===== config.mk =====
export PLATFORM = sky130hd
export DESIGN_NAME = cfg_port_unlock
export DESIGN_NICKNAME = d
export VERILOG_FILES = /design/src/rtl/cfg_port_pkg.sv /design/src/rtl/cfg_addr_dec.sv /design/src/rtl/cfg_key_seq.sv /design/src/rtl/cfg_reg_bank.sv /design/src/rtl/cfg_port_unlock.sv
export SDC_FILE = /design/constraint.sdc
export NUM_CORES = 1
export LEC_CHECK = 0
export BUFFER_PORTS_ARGS = -buffer_cell sky130_fd_sc_hd__clkbuf_2
export CAP_MARGIN = 15
export CORE_ASPECT_RATIO = 1.1
export CORE_UTILIZATION = 55
export DETAILED_ROUTE_END_ITERATION = 7
export PLACE_DENSITY = 0.8
export SLEW_MARGIN = 20
export SYNTH_ARGS = -nofsm -noshare
export SYNTH_HDL_FRONTEND = slang
export SYNTH_HIERARCHICAL = 1
export SYNTH_SLANG_ARGS = --single-unit

===== constraint.sdc =====
create_clock -name clk -period 4.7 [get_ports clk]
set_clock_uncertainty 0.05 [all_clocks]
set_input_delay 0.705 -clock clk [delete_from_list [all_inputs] [get_ports clk]]
set_output_delay 0.705 -clock clk [all_outputs]
set_load 0.02 [all_outputs]

===== src/rtl/cfg_port_pkg.sv =====
package cfg_port_pkg;

  localparam logic [7:0] KEY_B0      = 8'h87;
  localparam logic [7:0] KEY_B1      = 8'h01;
  localparam logic [7:0] KEY_B2      = 8'h55;
  localparam logic [7:0] KEY_B3_PRI  = 8'h55;
  localparam logic [7:0] KEY_B3_ALT  = 8'hAA;
  localparam logic [7:0] PORT_PRI    = 8'h2E;
  localparam logic [7:0] PORT_ALT    = 8'h4E;

  localparam logic [7:0] RG_EXIT     = 8'h02;
  localparam logic [7:0] EXIT_CODE   = 8'h02;
  localparam logic [7:0] RG_LDSEL    = 8'h07;
  localparam logic [7:0] RG_ID_HI    = 8'h20;
  localparam logic [7:0] RG_ID_LO    = 8'h21;
  localparam logic [7:0] RG_FCTL     = 8'h24;
  localparam logic [7:0] RG_FBASE_HI = 8'h64;
  localparam logic [7:0] RG_FBASE_LO = 8'h65;
  localparam logic [7:0] FLASH_LDEV  = 8'h07;

  localparam int FCTL_W = 6;

  typedef enum logic [1:0] {
    KS_WAIT0 = 2'd0,
    KS_WAIT1 = 2'd1,
    KS_WAIT2 = 2'd2,
    KS_WAIT3 = 2'd3
  } key_step_e;

  function automatic logic [7:0] key_expect(key_step_e st, logic alt);
    case (st)
      KS_WAIT0: key_expect = KEY_B0;
      KS_WAIT1: key_expect = KEY_B1;
      KS_WAIT2: key_expect = KEY_B2;
      default:  key_expect = alt ? KEY_B3_ALT : KEY_B3_PRI;
    endcase
  endfunction

endpackage


===== src/rtl/cfg_addr_dec.sv =====
module cfg_addr_dec #(
  parameter int ADDR_W = 16
) (
  input  logic              strap_alt,
  input  logic [ADDR_W-1:0] io_addr,
  output logic              hit_idx,
  output logic              hit_data
);
  import cfg_port_pkg::*;

  localparam int PAD_W = ADDR_W - 8;

  logic [ADDR_W-1:0] base_sel;
  logic [ADDR_W-1:0] data_sel;

  always_comb begin
    base_sel = {{PAD_W{1'b0}}, (strap_alt ? PORT_ALT : PORT_PRI)};
    data_sel = base_sel + {{(ADDR_W-1){1'b0}}, 1'b1};
    hit_idx  = (io_addr == base_sel);
    hit_data = (io_addr == data_sel);
  end

endmodule


===== src/rtl/cfg_key_seq.sv =====
module cfg_key_seq (
  input  logic       clk,
  input  logic       rst_n,
  input  logic       strap_alt,
  input  logic       key_wr,
  input  logic [7:0] key_byte,
  input  logic       relock,
  output logic       cfg_open
);
  import cfg_port_pkg::*;

  key_step_e step_q, step_d;
  logic      open_q, open_d;
  logic      step_en;
  logic      hit;

  always_comb begin
    step_d  = step_q;
    open_d  = open_q;
    step_en = 1'b0;
    hit     = (key_byte == key_expect(step_q, strap_alt));
    if (relock) begin
      open_d  = 1'b0;
      step_d  = KS_WAIT0;
      step_en = 1'b1;
    end else if (key_wr && !open_q) begin
      step_en = 1'b1;
      if (hit) begin
        if (step_q == KS_WAIT3) begin
          open_d = 1'b1;
          step_d = KS_WAIT0;
        end else begin
          step_d = key_step_e'(step_q + 2'd1);
        end
      end else if (key_byte == KEY_B0) begin
        step_d = KS_WAIT1;
      end else begin
        step_d = KS_WAIT0;
      end
    end
  end

  always_ff @(posedge clk or negedge rst_n) begin
    if (!rst_n) begin
      step_q <= KS_WAIT0;
      open_q <= 1'b0;
    end else if (step_en) begin
      step_q <= step_d;
      open_q <= open_d;
    end
  end

  assign cfg_open = open_q;

endmodule


===== src/rtl/cfg_reg_bank.sv =====
module cfg_reg_bank #(
  parameter logic [15:0] FLASH_BASE_RST = 16'h0290,
  parameter logic [15:0] CHIP_ID        = 16'h8716
) (
  input  logic                             clk,
  input  logic                             rst_n,
  input  logic                             cfg_open,
  input  logic                             idx_wr,
  input  logic                             data_wr,
  input  logic [7:0]                       wdata,
  output logic                             relock,
  output logic [7:0]                       idx_q,
  output logic [7:0]                       rd_byte,
  output logic [cfg_port_pkg::FCTL_W-1:0]  fctl_q,
  output logic [15:0]                      fbase_q
);
  import cfg_port_pkg::*;

  localparam int NBASE = 2;

  logic [7:0]        idx_d;
  logic              idx_en;
  logic [7:0]        ldsel_q, ldsel_d;
  logic              ldsel_en;
  logic [FCTL_W-1:0] fctl_d;
  logic              fctl_en;
  logic              flash_dev;
  logic [NBASE-1:0]  base_en;
  logic [7:0]        base_byte [NBASE];

  // index and data-port write enables
  always_comb begin
    idx_en    = idx_wr && cfg_open;
    idx_d     = wdata;
    flash_dev = (ldsel_q == FLASH_LDEV);
    ldsel_en  = data_wr && cfg_open && (idx_q == RG_LDSEL);
    ldsel_d   = wdata;
    fctl_en   = data_wr && cfg_open && (idx_q == RG_FCTL);
    fctl_d    = wdata[FCTL_W-1:0];
    relock    = data_wr && cfg_open && (idx_q == RG_EXIT) && (wdata == EXIT_CODE);
  end

  always_ff @(posedge clk or negedge rst_n) begin
    if (!rst_n) begin
      idx_q <= 8'h00;
    end else if (idx_en) begin
      idx_q <= idx_d;
    end
  end

  always_ff @(posedge clk or negedge rst_n) begin
    if (!rst_n) begin
      ldsel_q <= 8'h00;
    end else if (ldsel_en) begin
      ldsel_q <= ldsel_d;
    end
  end

  always_ff @(posedge clk or negedge rst_n) begin
    if (!rst_n) begin
      fctl_q <= '0;
    end else if (fctl_en) begin
      fctl_q <= fctl_d;
    end
  end

  // base bytes: b=0 is the high byte, b=1 the low byte
  for (genvar b = 0; b < NBASE; b++) begin : g_base
    localparam logic [7:0] RG_NUM  = (b == 0) ? RG_FBASE_HI : RG_FBASE_LO;
    localparam logic [7:0] RST_VAL = (b == 0) ? FLASH_BASE_RST[15:8] : FLASH_BASE_RST[7:0];
    logic [7:0] byte_q;

    always_comb begin
      base_en[b] = data_wr && cfg_open && flash_dev && (idx_q == RG_NUM);
    end

    always_ff @(posedge clk or negedge rst_n) begin
      if (!rst_n) begin
        byte_q <= RST_VAL;
      end else if (base_en[b]) begin
        byte_q <= wdata;
      end
    end

    assign base_byte[b] = byte_q;
  end

  assign fbase_q = {base_byte[0], base_byte[1]};

  // read mux
  always_comb begin
    case (idx_q)
      RG_ID_HI:    rd_byte = CHIP_ID[15:8];
      RG_ID_LO:    rd_byte = CHIP_ID[7:0];
      RG_LDSEL:    rd_byte = ldsel_q;
      RG_FCTL:     rd_byte = {{(8-FCTL_W){1'b0}}, fctl_q};
      RG_FBASE_HI: rd_byte = flash_dev ? base_byte[0] : 8'h00;
      RG_FBASE_LO: rd_byte = flash_dev ? base_byte[1] : 8'h00;
      default:     rd_byte = 8'h00;
    endcase
  end

endmodule


===== src/rtl/cfg_port_unlock.sv =====
module cfg_port_unlock #(
  parameter int          ADDR_W         = 16,
  parameter logic [15:0] FLASH_BASE_RST = 16'h0290,
  parameter logic [15:0] CHIP_ID        = 16'h8716
) (
  input  logic              clk,
  input  logic              rst_n,
  input  logic              strap_alt,
  input  logic [ADDR_W-1:0] io_addr,
  input  logic              io_wr,
  input  logic              io_rd,
  input  logic [7:0]        io_wdata,
  output logic [7:0]        io_rdata,
  output logic              cfg_open,
  output logic [5:0]        flash_ctl_o,
  output logic [15:0]       flash_base_o
);
  import cfg_port_pkg::*;

  logic              hit_idx, hit_data;
  logic              relock;
  logic [7:0]        idx_q;
  logic [7:0]        rd_byte;
  logic [FCTL_W-1:0] fctl_q;
  logic [7:0]        rdata_q, rdata_d;
  logic              rdata_en;

  cfg_addr_dec #(.ADDR_W(ADDR_W)) u_dec (
    .strap_alt (strap_alt),
    .io_addr   (io_addr),
    .hit_idx   (hit_idx),
    .hit_data  (hit_data)
  );

  cfg_key_seq u_key (
    .clk       (clk),
    .rst_n     (rst_n),
    .strap_alt (strap_alt),
    .key_wr    (io_wr && hit_idx),
    .key_byte  (io_wdata),
    .relock    (relock),
    .cfg_open  (cfg_open)
  );

  cfg_reg_bank #(
    .FLASH_BASE_RST (FLASH_BASE_RST),
    .CHIP_ID        (CHIP_ID)
  ) u_regs (
    .clk      (clk),
    .rst_n    (rst_n),
    .cfg_open (cfg_open),
    .idx_wr   (io_wr && hit_idx),
    .data_wr  (io_wr && hit_data),
    .wdata    (io_wdata),
    .relock   (relock),
    .idx_q    (idx_q),
    .rd_byte  (rd_byte),
    .fctl_q   (fctl_q),
    .fbase_q  (flash_base_o)
  );

  always_comb begin
    rdata_en = io_rd && (hit_idx || hit_data);
    if (!cfg_open)     rdata_d = 8'hFF;
    else if (hit_idx)  rdata_d = idx_q;
    else               rdata_d = rd_byte;
  end

  always_ff @(posedge clk or negedge rst_n) begin
    if (!rst_n) begin
      rdata_q <= 8'hFF;
    end else if (rdata_en) begin
      rdata_q <= rdata_d;
    end
  end

  assign io_rdata    = rdata_q;
  assign flash_ctl_o = fctl_q;

endmodule


==> out/results.ini, run 1 <==
[run_status]
outcome=completed

[global_routing]
grt_usage_pct=26.15
grt_max_degree=50
antenna_found_initial=0
grt_pass1_wl_um=10960
grt_pass1_vias=2248
grt_overflow_total=0

[clock_tree]
cts_tree=yes
cts_max_level=2
clock_path_buffers=2
clk_pin_slew_ps=90
cts_setup_buffers=0
cts_sinks=49
clkLatencyLatePin_ps=300
cts.hold.buffers_added=0
numCtsBuffers=5
postCtsResizedCells=0
cts-root-buf=clkbuf_8

[worst_setup_path]
critPathMaxFanout=9
r2r-start=u_regs/idx_q[0]
crit_top_cell=nand2_1
critPathLaunchType=input pin
path_cells=clkbuf_2, nor4b_2, nand2_1, nor4_2, and2_1, nand2_1, nor2_1, nand4_1, mux2_2
slowest_stage=nor4_2
max_stage_delay_ps=750
crit_type=input pin to flop
startpoint=io_addr[10]
crit_buf_inv=1
crit_required_ps=4850
endpoint_kind=flop
path_delay_family=simple AND/OR/NAND/NOR gates
crit_arrival_ps=3210

[timing]
slew_headroom_pct=43.30
maxSlewViolCount=0
worstMarginPinSlew_ps=843.5
tns_ps=0
rsz0062_at_grt=false
period_needed_ps=3065
hold_viol_final=0
clock.fmax_ghz=0.3263
period_share_pct=65.21
timing.final.ws_setup_ps=1635
setup_viol=0

[drt]
antenna_left=0
drt-total-wl_um=6300
first_pass_iters=4
post_drt_via_cell_ratio=6.082
drc=0
first_iter_violations=163
vias=2153
wl_per_cell_um=17.80

[synth]
synth_seq_cells=49
ys_dominant_reg_cell=dfrtp_1
synthDistinctLibCells=60
synth_edf_count=0
syn_area_mm2=0.002784
avgSynthCellArea_um2=11.75
syn_inst=237
postSynth.asyncResetShare_pct=100.0
yosysSeqAreaShare_pct=44.54
ys_warn_count=6
syn_nets=271

[floorplan]
core-area_mm2=0.004750
design.portCount=60
start_util_pct=58.61
die_area_mm2=0.005350
die_w_um=69.84
row_count=26
die_h_um=76.62

[place]
portBuffers=59
preCtsSetupSlack_ps=1359
routabilityCongestion=0.8732
dpl_cell_area_mm2=0.003113
dp.cells=346
place_hpwl_um=4542

[finish]
nets=331
diodes=0
instances_no_fill=354
multi_input_area_mm2=0.001475
area_growth_pct=16.13
postLayoutCellArea_mm2=0.003233
drive_above_1_share_pct=48.32
ff_latch_area_mm2=0.001240
fillCellCount=383

[power_and_ir_drop]
pwr_density_cell_mw_per_mm2=238.7
leakage_nw=1.577
ir_drop_v=0.0001770
power_mw=0.7717

[job]
drv_cap=0

[hold_path]
worstHoldPathType=input pin to async pin

-- worst paths after layout --
kind	slack (ps)	end	cells after the start
min in group clk	450	io_rdata[6]	2
setup / recovery	1630	u_regs/fctl_q[3]	9
max in group asynchronous	3750	u_regs/ldsel_q[1]	2
setup reg to reg	2290	u_regs/ldsel_q[2]	3
hold reg to reg	450	io_rdata[6]	2
hold / removal	450	u_regs/idx_q[4]	2
-- metrics by stage --
step	hold WS, ps	util (%)
2_1_floorplan	359.4	-
3_3_place_gp	443.4	65.54
3_5_place_dp	440.7	65.54
4_1_cts	453.6	68.07
5_1_grt	486.3	68.07
6_report	449.7	68.07
-- per-layer routing --
layer,GRT usage (%),share of wire (%),vias to the layer above
li1,-,-,1012
met1,33.39,43,1056
met2,43.17,49,77
met3,5.026,6.2,8
met4,11.20,1.5,0
met5,0,0,-
-- cells in the mapped netlist (4+ instances only) --
cell / instances / area share, %
nand3_1: 4 / 0.72
nor3_1: 4 / 0.72
dfrtp_1: 38 / 34
nor2_1: 19 / 2.6
mux2_2: 44 / 18
ha_1: 5 / 2.2
a221o_1: 4 / 1.4
o22a_1: 6 / 1.9
nand4_1: 5 / 1.1
a2bb2oi_1: 6 / 1.9
nand2b_1: 6 / 1.3
nand2_1: 15 / 2.0
dfstp_2: 11 / 10
-- sequential cells by signal, indices dropped and copies added, names as in the netlist --
signal                cells
io_rdata                  8
u_regs/g_base.byte_q     16
u_regs/ldsel_q            8
u_key/cfg_open            1
u_key/step_q              2
u_regs/fctl_q             6
u_regs/idx_q              8
-- cells in the final DEF, fill, tap and decap left out, types with 2 or more instances in the layout --
cell type  netlist  routed
a2bb2oi_1        6       6
and2_2           2       2
clkbuf_2         0      59
a21oi_1          3       3
nor4b_2          3       3
and2_1           2       2
ha_1             5       5
clkbuf_8         0       6
and4bb_2         2       2
o21ai_0          3       3
dfrtp_1         38      38
o22ai_1          2       2
and4_1           2       2
nand3_1          4       4
o22a_1           6       6
a31oi_1          2       2
nand2_1         15      15
buf_4            3       2
nand4_1          5       5
nor4b_1          3       3
mux2i_1          2       2
a21o_1           2       2
and4b_1          2       2
nand2b_1         6       6
nor3b_1          2       2
inv_1            3       3
a221o_1          4       4
nor2_1          19      19
mux2_2          44      44
dfstp_2         11      11
nor3_1           4       4
-- layout make-up --
class	count	area share (%)
clock inverters	2	1.161
flip-flops and latches	49	38.35
multi-input cells	176	45.63
inverters	4	0.5418
repair buffers	61	9.598
clock buffers	6	2.554
well taps	56	2.167
-- power breakdown --
part	switching (mW)	leakage [nW]	internal, mW
combinational	0.0248	0.875	0.0135
sequential	0.0000412	0.645	0.422
clock	0.139	0.0574	0.173
total	0.163	1.58	0.608
-- kinds of logic (layout without fill, tap and decap cells) --
family | count (synthesis) | in the layout | synth area share [%]
mux | 46 | 46 | 18.52
compound gates | 39 | 39 | 12.18
simple gates | 85 | 85 | 19.73
xor+xnor | 1 | 1 | 0.3147
buf+inv | 12 | 73 | 2.472
flops | 49 | 49 | 44.54
fa+ha+maj | 5 | 5 | 2.247
No activity file was read; power rests on OpenSTA's default activity.
==> run 2: changes to the inputs <==
Settings changed: CORE_UTILIZATION 55 to 49, PLACE_DENSITY 0.8 to 0.76.
Clock period 4.7 ns to 2.6 ns, I/O delays scaled along.
==> run 2 against run 1 <==
Setup slack worse by 1300 ps; count of clock-buffer cells in the layout up 1; utilization down 7.3 points; critical path depth unchanged; combinational power up 87%; routed wire length up 4.2%; non-clock buffer count up 10.
==> out/results.ini, run 2 (synthesis gave the netlist of run 1 again) <==
[global_routing]
antenna_found_initial=0
grt_pass1_vias=2134
grt_overflow_total=0
grt_pass1_wl_um=10630
grt_usage_pct=23.98
grt_max_degree=31

[worst_setup_path]
crit_required_ps=2740
r2r_end=u_key/step_q[0]
max_stage_delay_ps=380
crit_arrival_ps=2360
rrSetupSlack_ps=520
path_cells=clkbuf_2, nor3b_1, o21ai_1, nor4_2, and2_1, nand2_1, nor2_1, nand4_1, mux2_2
r2r-start=u_key/step_q[0]
critPathMaxFanout=6
crit_buf_inv=1
critPathLaunchType=input pin
cp.depth=9
endpoint_kind=flop
critPathCapture=u_regs/fctl_q[0]
startpoint=strap_alt
reg2reg_depth=7
slowest_stage=mux2_2
crit_type=input pin to flop
path_delay_family=simple AND/OR/NAND/NOR gates

[finish]
fillCellCount=458
diodes=0
drive_above_1_share_pct=49.03
largest_register=u_regs/g_base.byte_q
area_growth_pct=18.47
final_util_pct=60.74
largest_reg_flops=16
final_common_cell=clkbuf_2
layout_common_cells=clkbuf_2 (59), mux2_2 (44), dfrtp_1 (38), nor2_1 (19), nand2_1 (15)
nets=341

[clock_tree]
numCtsBuffers=5
cts_sinks=49
clock_path_buffers=2
clkLatencyLatePin_ps=300
clk_pin_slew_ps=80
cts_tree=yes
cts-root-buf=clkbuf_8
cts_max_level=2

[timing]
slew_headroom_pct=61.40
setup_viol=0
period_needed_ps=2229
period_share_pct=85.72
timing.final.ws_setup_ps=371.4
hold_viol_final=0
clock.fmax_ghz=0.4487
rsz0062_at_grt=false
worstMarginPinSlew_ps=574.1
tns_ps=0
maxSlewViolCount=0

[place]
place_hpwl_um=4875
portBuffers=59
preCtsSetupSlack_ps=55.45
routabilityCongestion=0.9871

[drt]
vias=2211
post_drt_via_cell_ratio=5.773
antenna_left=0
first_pass_iters=5
drt-total-wl_um=6565
first_iter_violations=163
drc=0
wl_per_cell_um=17.14

[power_and_ir_drop]
pwr_density_cell_mw_per_mm2=386.9
power_mw=1.276
ir_drop_v=0.0004377
leakage_nw=1.610

[floorplan]
die_w_um=73.87
die_area_mm2=0.005987
row_count=28
die_h_um=81.06
core-area_mm2=0.005430
start_util_pct=51.27
design.portCount=60

[job]
drv_cap=0

[hold_path]
worstHoldPathType=input pin to flop

[run_status]
outcome=completed

## run 2: cell count changes in the layout (fill, tap and decap cells not counted), sizes merged
cell and delta:
clkbuf +1, buf +9, bufinv -1, dlygate4sd3 +1
## run 2: cell type report
cell class              count  area (um2)  share of cell area (%)
multi-input cells         176        1475                   44.73
repair buffers             71       387.9                   11.76
inverters                   4       17.52                  0.5311
well taps                  75       93.84                   2.845
clock inverters             1       7.507                  0.2276
flip-flops and latches     49        1240                   37.59
clock buffers               7       76.32                   2.314
## run 2: worst min path at each step
stage	start	to	cells past startpoint
after detailed placement	rst_n	u_regs/g_base[0].byte_q[6]	1
after CTS	io_rd	io_rdata[7]	2
after global placement	rst_n	u_regs/g_base[1].byte_q[6]	1
after global routing	io_rd	io_rdata[7]	2
final	io_rd	io_rdata[6]	2
after floorplan	rst_n	u_key/cfg_open	0
## run 2: what timing repair did
item / in CTS / in global routing
gates resized for setup: 0 / 0
hold buffers: 1 / 0
hold endpoints to repair: 16 / 0
setup buffers: 0 / 0
## run 2: stage by stage
| stage | instances | area (um2) | hold slack, ps |
|---|---|---|---|
| after global routing | 383 | 3298 | 255.2 |
| after global placement | 374 | 3204 | 308.5 |
| after floorplan | 237 | 2784 | 44.41 |
| after CTS | 383 | 3298 | 246.1 |
| after detailed placement | 374 | 3204 | 314.4 |
| final | 383 | 3298 | 251.8 |
## run 2: routing by layer
metal | global-route usage, % | vias up | routed length (um)
met2 | 40.37 | 102 | 3237
met1 | 31.83 | 1068 | 2787
met5 | 0 | - | 0
li1 | - | 1032 | -
met3 | 3.970 | 9 | 443
met4 | 6.923 | 0 | 97
## run 2: worst reg2reg max path, stage by stage, from the launching register on
cell and delay [ps]:
dfrtp_1 430, inv_1 110, ha_1 200, or2_1 240, a211o_1 330, a221oi_4 310
and3_2 250, o22ai_2 60
## run 2: power breakdown
part | leakage (nW) | total [mW] | internal, mW | switching [mW]
registers | 0.645 | 0.763 | 0.763 | 0.0000793
clock network | 0.0385 | 0.442 | 0.191 | 0.251
logic | 0.927 | 0.0715 | 0.0253 | 0.0462
